--- config.mk ---
export PLATFORM = sky130hd
export DESIGN_NAME = gpio_evt_bank
export DESIGN_NICKNAME = d
export VERILOG_FILES = /design/src/rtl/gpio_evt_pkg.sv /design/src/rtl/gpio_evt_pin.sv /design/src/rtl/gpio_evt_cfg.sv /design/src/rtl/gpio_evt_flags.sv /design/src/rtl/gpio_evt_bank.sv
export SDC_FILE = /design/constraint.sdc
export NUM_CORES = 1
export LEC_CHECK = 0
export ABC_AREA = 0
export ABC_CLOCK_PERIOD_IN_PS = 6000
export BUFFER_PORTS_ARGS = -buffer_cell sky130_fd_sc_hd__buf_4
export CAP_MARGIN = 15
export CORE_ASPECT_RATIO = 1.4
export CORE_MARGIN = 8
export CORE_UTILIZATION = 45
export CTS_BUF_LIST = sky130_fd_sc_hd__clkbuf_8
export DETAILED_ROUTE_END_ITERATION = 10
export PLACE_DENSITY = 0.71
export REMOVE_ABC_BUFFERS = 1
export SKIP_CTS_REPAIR_TIMING = 1
export SLEW_MARGIN = 20
export SYNTH_ARGS = -nofsm -noshare
export SYNTH_HDL_FRONTEND = slang
export SYNTH_SLANG_ARGS = --single-unit
export TNS_END_PERCENT = 5
--- constraint.sdc ---
create_clock -name clk -period 6 [get_ports clk]
set_clock_uncertainty 0.1 [all_clocks]
set_input_delay 0.6 -clock clk [delete_from_list [all_inputs] [get_ports clk]]
set_output_delay 0.6 -clock clk [all_outputs]
set_load 0.005 [all_outputs]
--- src/rtl/gpio_evt_pkg.sv ---
package gpio_evt_pkg;

   // Register byte offsets; software decodes these.
   localparam int unsigned OFF_ARM    = 0;
   localparam int unsigned OFF_MODE_A = 4;
   localparam int unsigned OFF_MODE_B = 8;
   localparam int unsigned OFF_MODE_C = 12;
   localparam int unsigned OFF_FLAG   = 16;
   localparam int unsigned CFG_REGS   = 4;
   localparam int unsigned MIN_ADDR_W = 5;

   typedef enum logic [2:0] {
      TRIG_FALL,
      TRIG_RISE,
      TRIG_BOTH,
      TRIG_LOW,
      TRIG_HIGH
   } trig_e;

   function automatic trig_e trig_decode(input logic a, input logic b, input logic c);
      if (b)       return a ? TRIG_HIGH : TRIG_LOW;
      else if (!a) return TRIG_FALL;
      else         return c ? TRIG_BOTH : TRIG_RISE;
   endfunction

endpackage

--- src/rtl/gpio_evt_pin.sv ---
module gpio_evt_pin
   import gpio_evt_pkg::*;
(
   input  logic clk,
   input  logic level,
   input  logic sel_a,
   input  logic sel_b,
   input  logic sel_c,
   output logic hit
);

   logic  last_q;
   trig_e kind;
   logic  went_up;
   logic  went_down;

   // History follows the pin every cycle, reset included.
   always_ff @(posedge clk) begin
      last_q <= level;
   end

   assign went_up   = level & ~last_q;
   assign went_down = ~level & last_q;

   always_comb begin
      kind = trig_decode(sel_a, sel_b, sel_c);
      case (kind)
         TRIG_FALL: hit = went_down;
         TRIG_RISE: hit = went_up;
         TRIG_BOTH: hit = went_up | went_down;
         TRIG_LOW:  hit = ~level;
         TRIG_HIGH: hit = level;
         default:   hit = 1'b0;
      endcase
   end

endmodule

--- src/rtl/gpio_evt_cfg.sv ---
module gpio_evt_cfg
   import gpio_evt_pkg::*;
#(
   parameter int unsigned          PIN_COUNT  = 32,
   parameter int unsigned          ADDR_W     = 5,
   parameter logic [PIN_COUNT-1:0] INPUT_MASK = '1
) (
   input  logic                 clk,
   input  logic                 rst_n,
   input  logic                 wr,
   input  logic [ADDR_W-1:0]    addr,
   input  logic [PIN_COUNT-1:0] wdata,
   output logic [PIN_COUNT-1:0] arm_q,
   output logic [PIN_COUNT-1:0] mode_a_q,
   output logic [PIN_COUNT-1:0] mode_b_q,
   output logic [PIN_COUNT-1:0] mode_c_q,
   output logic [PIN_COUNT-1:0] clr
);

   logic [PIN_COUNT-1:0] cfg_q [CFG_REGS];

   for (genvar r = 0; r < CFG_REGS; r++) begin : g_cfg
      localparam logic [ADDR_W-1:0] MY_OFF = ADDR_W'(r * 4);
      always_ff @(posedge clk) begin
         if (!rst_n) begin
            cfg_q[r] <= '0;
         end else if (wr && addr == MY_OFF) begin
            cfg_q[r] <= wdata & INPUT_MASK;
         end
      end
   end

   assign arm_q    = cfg_q[OFF_ARM / 4];
   assign mode_a_q = cfg_q[OFF_MODE_A / 4];
   assign mode_b_q = cfg_q[OFF_MODE_B / 4];
   assign mode_c_q = cfg_q[OFF_MODE_C / 4];

   assign clr = (wr && addr == ADDR_W'(OFF_FLAG)) ? (wdata & INPUT_MASK) : '0;

endmodule

--- src/rtl/gpio_evt_flags.sv ---
module gpio_evt_flags #(
   parameter int unsigned PIN_COUNT = 32
) (
   input  logic                 clk,
   input  logic                 rst_n,
   input  logic [PIN_COUNT-1:0] hit,
   input  logic [PIN_COUNT-1:0] clr,
   input  logic [PIN_COUNT-1:0] arm,
   output logic [PIN_COUNT-1:0] flag_q,
   output logic                 irq
);

   // A new hit outranks a clear of the same bit.
   always_ff @(posedge clk) begin
      if (!rst_n) begin
         flag_q <= '0;
      end else begin
         flag_q <= (flag_q & ~clr) | hit;
      end
   end

   assign irq = |(flag_q & arm);

endmodule

--- src/rtl/gpio_evt_bank.sv ---
module gpio_evt_bank
   import gpio_evt_pkg::*;
#(
   parameter int unsigned          PIN_COUNT  = 32,
   parameter int unsigned          ADDR_W     = 5,
   parameter int unsigned          DATA_W     = 32,
   parameter logic [PIN_COUNT-1:0] INPUT_MASK = '1
) (
   input  logic                 clk,
   input  logic                 rst_n,
   input  logic [PIN_COUNT-1:0] pin_in,
   input  logic                 reg_wr,
   input  logic [ADDR_W-1:0]    reg_addr,
   input  logic [DATA_W-1:0]    reg_wdata,
   output logic [DATA_W-1:0]    reg_rdata,
   output logic                 irq_out
);

   if (PIN_COUNT < 1 || PIN_COUNT > DATA_W) begin : g_bad_pins
      $error("gpio_evt_bank: PIN_COUNT must lie in 1..DATA_W");
   end
   if (ADDR_W < MIN_ADDR_W) begin : g_bad_addr
      $error("gpio_evt_bank: ADDR_W too narrow for the flag offset");
   end

   logic [PIN_COUNT-1:0] arm_q;
   logic [PIN_COUNT-1:0] mode_a_q;
   logic [PIN_COUNT-1:0] mode_b_q;
   logic [PIN_COUNT-1:0] mode_c_q;
   logic [PIN_COUNT-1:0] clr_vec;
   logic [PIN_COUNT-1:0] hit_vec;
   logic [PIN_COUNT-1:0] flag_vec;
   logic [PIN_COUNT-1:0] rd_sel;

   gpio_evt_cfg #(
      .PIN_COUNT (PIN_COUNT),
      .ADDR_W    (ADDR_W),
      .INPUT_MASK(INPUT_MASK)
   ) u_cfg (
      .clk     (clk),
      .rst_n   (rst_n),
      .wr      (reg_wr),
      .addr    (reg_addr),
      .wdata   (reg_wdata[PIN_COUNT-1:0]),
      .arm_q   (arm_q),
      .mode_a_q(mode_a_q),
      .mode_b_q(mode_b_q),
      .mode_c_q(mode_c_q),
      .clr     (clr_vec)
   );

   for (genvar p = 0; p < PIN_COUNT; p++) begin : g_pin
      if (INPUT_MASK[p]) begin : g_live
         gpio_evt_pin u_pin (
            .clk  (clk),
            .level(pin_in[p]),
            .sel_a(mode_a_q[p]),
            .sel_b(mode_b_q[p]),
            .sel_c(mode_c_q[p]),
            .hit  (hit_vec[p])
         );
      end else begin : g_dead
         assign hit_vec[p] = 1'b0;
      end
   end

   gpio_evt_flags #(
      .PIN_COUNT(PIN_COUNT)
   ) u_flags (
      .clk   (clk),
      .rst_n (rst_n),
      .hit   (hit_vec),
      .clr   (clr_vec),
      .arm   (arm_q),
      .flag_q(flag_vec),
      .irq   (irq_out)
   );

   always_comb begin
      case (reg_addr)
         ADDR_W'(OFF_ARM):    rd_sel = arm_q;
         ADDR_W'(OFF_MODE_A): rd_sel = mode_a_q;
         ADDR_W'(OFF_MODE_B): rd_sel = mode_b_q;
         ADDR_W'(OFF_MODE_C): rd_sel = mode_c_q;
         ADDR_W'(OFF_FLAG):   rd_sel = flag_vec;
         default:             rd_sel = '0;
      endcase
   end

   assign reg_rdata = DATA_W'(rd_sel);

endmodule

Yosys cells after proc, flatten, opt, wreduce, memory -nomap -nowiden:

Memories as Yosys holds them, arrays and structs flattened.
Index checks and enable logic that the tools add are counted.

* register bits: 64
* bits in writable memories: 128
* input bits: 72
* output and inout bits: 33
* word-level logic and storage cells: 552
* memories: 1

* equal/unequal tests: 132
* muxes and demuxes: 179
* bitwise gates (word level): 168
* reductions and logical operators: 39

Memories
* u_cfg.cfg_q: depth 4, width 32, rd ports 4, clocked after Yosys merged registers in 0, write ports 4, RTL line gpio_evt_cfg.sv:20 `logic [PIN_COUNT-1:0] cfg_q [CFG_REGS];`

Operators by type and width (number)
* $mux W3: 96
* $eq A3 B2 Y1 const B: 64
* $mux W32: 5
* $pmux W1 S5: 32
* $pmux W32 S5: 1
* $eq A3 B1 Y1 const B: 32
* $eq A3 B3 Y1 const B: 32
* $logic_not A3 Y1: 32
* $and A1 B1 Y1: 64
* $and A32 B32 Y32: 2
* $mux W2: 32
* $not A1 Y1: 64
* $or A1 B1 Y1: 36
* $not A32 Y32: 1
* $or A32 B32 Y32: 1
* $reduce_or A32 Y1: 1
* $mux W1: 13
* $eq A5 B4 Y1 const B: 2
* $eq A5 B3 Y1 const B: 1
* $eq A5 B5 Y1 const B: 1
* $logic_and A1 B1 Y1: 5
* $logic_not A5 Y1: 1

Depth between registers and ports, before layout:

An unclocked memory read counts as a cell.

* depth after elaboration: 7
* gate-level depth with buffers: 6
* gate-level depth less buffers: 5

Modules after synthesis:

From an unflattened synthesis, not the netlist that was laid out.

* cells, all modules: 1006
* area, all modules: 11220.8 um2

Modules (own cells, without submodules)
* gpio_evt_cfg: times used 1, cells each 376, area an instance 5586.6 um2
* gpio_evt_pin: times used 32, cells each 11, area an instance 97.6 um2
* gpio_evt_bank: times used 1, cells each 158, area an instance 1256.2 um2
* gpio_evt_flags: times used 1, cells each 120, area an instance 1255.0 um2

Least setup slack after synthesis:

No wires, ideal clock.

* path kind: input to register
* start point: input port reg_addr[1]
* end point: memory u_cfg.cfg_q[2][0], enable pin
* setup time: 0.470 ns
* arrival time: 3.917 ns
* setup slack: 1.513 ns
* stages on the path: 4
* buffers on the path: 2
* cell sequence: or4b_1 > buf_2 > clkbuf_1 > o31ai_1

RTL lines
* start: declaration: RTL line gpio_evt_bank.sv:13 `input logic [ADDR_W-1:0] reg_addr,`
* end: declaration: RTL line gpio_evt_cfg.sv:20

Worst setup path in the final report:

* start point: input port reg_addr[2]
* end point: output port reg_rdata[19]

* longest elaborated chain between the ends: 2
* elaborated cells on any way between the ends: 6
* classes of those cells: eq/ne: 4; mux: 1; reduce/logical: 1

Ends and longest elaborated chain
* $eq A5 B5 Y1, or another cell as far along: RTL line gpio_evt_bank.sv:80 `case (reg_addr)`
* $pmux W32 S5 *: RTL line gpio_evt_bank.sv:80
* end: declaration: RTL line gpio_evt_bank.sv:15 `output logic [DATA_W-1:0] reg_rdata,`

Mark *: on every way between the ends. The rest lies on a longest branch, timed or not.

==> results.cfg <==
[setup_path]
cp_common_cell = buf_4
crit_arrival_ns = 2.99
crit_path_end_kind = output port
cp.required_ns = 5.30
start_kind = input port
worstReg2RegStart = g_pin[28].g_live.u_pin.last_q
path_cells = buf_4 -> nor2b_2 -> buf_4 -> nand3_1 -> nand4b_1 -> buf_4
path_class = in2out
cp_max_fo = 72
slowest_stage = nor2b_2
critical-path-max-stage-delay_ns = 0.87
critPathLaunch = reg_addr[2]

[synthesis]
async_reset_ff_frac = 0
synth_compound_area_frac = 0.1074
ys_warn_count = 0
synth.avg_cell_area_sq_um = 10.14
synth_xor_xnor_area_share = 0.01137
synth-edff-count = 128
synth_area_sq_um = 10790
synthCells = 1064
synth.mux.area_fraction = 0.01670
synth_cell_types = 39
seq_area_frac_synth = 0.4751
synth_fa_ha_area_frac = 0.07423
ys_ff_latch = 192
synth_top_family_by_area = simple AND/OR/NAND/NOR gates
synth-simple-area-share = 0.2648
ys.flop_type = edfxtp_1

[outcome]
status = complete, no violations

[timing]
clock.fmax_mhz = 270.7
relSlewSlack = 0.3195
worst_slack_ns = 2.306
setup_violations = 0
rsz0062_at_grt = no
slew_violations = 0
hold_slack_ns = 0.1349
setup_tns_ns = 0
worst_pin_slew_ns = 1.016
hold_viol = 0
period_needed_ns = 3.694
fin_crit_sh = 0.6156

[floorplanning]
start_util = 0.4547
num_io_pins = 105
core_area_sq_um = 23720
rows = 67
die_w_um = 146.9
die_h_um = 199.2
die_area_sq_um = 29250

[run]
maxCapViolCount = 0

[power_and_ir_drop]
power_density_nw_per_um2 = 226.8
ir_worst_vdd_mv = 0.1595
p_leak_nw = 4.942

[cts]
ctsHtreeMaxLevel = 4
max-clock-path-buffers = 2
root_buffer = clkbuf_8
clk_latency_ns = 0.48
cts_tree = built
cts.sinks = 192
numCtsBuffers = 17
cts.reportedPaths.clkPinSlew_ns = 0.11

[route]
drt_iter0_drc = 807
vias = 8364
drtPass1Iterations = 5
drc = 0
wl_per_cell_um = 19.74
routed_via_density = 5.713
ant_nets = 0
drt_wl_total_mm = 28.90

[final_layout]
final_cell_mix = 153 x and2_1, 128 x edfxtp_1, 119 x buf_4
nFillCells = 2134
drive_gt1_frac = 0.1447
num_antenna_cells = 0
final_common_cell = and2_1
fin_cells = 1464
syn_to_final_growth_pct = 14.17
nets = 1277

[placement]
dp_hpwl_mm = 19.80
dp_slack_ns = 2.036
port_buffers = 104
place_inst = 1430
globalplace.congestion = 0.7989

[global_routing]
antenna_found_initial = 0
grt_pass1_wl_mm = 44.15
grt_max_degree = 73
overflow = 0
grt_pass1_vias = 8154
track_usage = 0.1938

[worst_hold_path]
min_from = pin_in[12]
hold_path.class = in2reg
## stage by stage
step	instance area, sq um	total power [W]	util
after CTS	12290	0.002804	0.5182
after detailed placement	11910	0.001961	0.5020
after floorplan	10540	0.001767	-
after global routing	12320	0.002900	0.5192
after global placement	11900	0.001951	0.5017
final	12320	0.002793	0.5192
## critical path: cells and delay by family
| family | cells | cell delay (ns) |
|---|---|---|
| buffers and inverters | 3 | 1.13 |
| and+or+nand+nor | 3 | 1.20 |
## Yosys cell counts, types with 32 or more instances
cell / number / area share
a21oi_1: 33 / 0.015
clkbuf_1: 50 / 0.017
nand2b_1: 74 / 0.043
ha_1: 64 / 0.074
inv_1: 79 / 0.027
dfxtp_1: 64 / 0.12
nand4b_1: 32 / 0.026
nand2_1: 60 / 0.021
nor2b_1: 39 / 0.023
nand3_1: 98 / 0.045
and2_1: 153 / 0.089
edfxtp_1: 128 / 0.36
## power breakdown
group | internal, W | total (W) | switching [W]
registers | 0.00150 | 0.00157 | 0.0000752
clock network | 0.000342 | 0.000861 | 0.000518
logic | 0.000158 | 0.000359 | 0.000200
total | 0.00200 | 0.00279 | 0.000794
## cell families after synthesis
kind of cell,count (synthesis)
buffers and inverters,142
DFF,192
muxes,18
adders and majority gates,64
and+or+nand+nor,488
xor gates and xnor gates,14
AOI/OAI and AO/OA,146
## state kept, by name (all words and copies together), names as in the netlist
register / cells
g_pin.g_live.u_pin.last_q: 32
u_cfg.cfg_q: 128
u_flags.flag_q: 32
## layout make-up
type	instances	area, sq um	area share
Timing Repair Buffer	121	915.9	0.07436
Tap cell	310	387.9	0.03149
Clock inverter	15	150.1	0.01219
Clock buffer	17	234.0	0.01900
Multi-Input combinational cell	730	5207	0.4228
Sequential cell	192	5125	0.4161
Inverter	79	296.5	0.02408
## metal layers
metal	global-route usage	vias to the layer above	wire length (um)	share of wire
met3	0.03082	45	1521	0.053
met1	0.2228	4082	11660	0.40
li1	-	3947	-	-
met4	0.08687	0	744	0.026
met2	0.3487	290	14980	0.52
met5	0	-	0	0
## worst paths after layout
path | to | slack, ns | cells past startpoint
worst max register to register | u_flags.flag_q[28] | 4.38 | 5
worst max-delay path | reg_rdata[19] | 2.31 | 6
worst min-delay path | g_pin[12].g_live.u_pin.last_q | 0.13 | 1
worst min register to register | u_flags.flag_q[10] | 0.42 | 1
(Power assumes the default switching activity.)
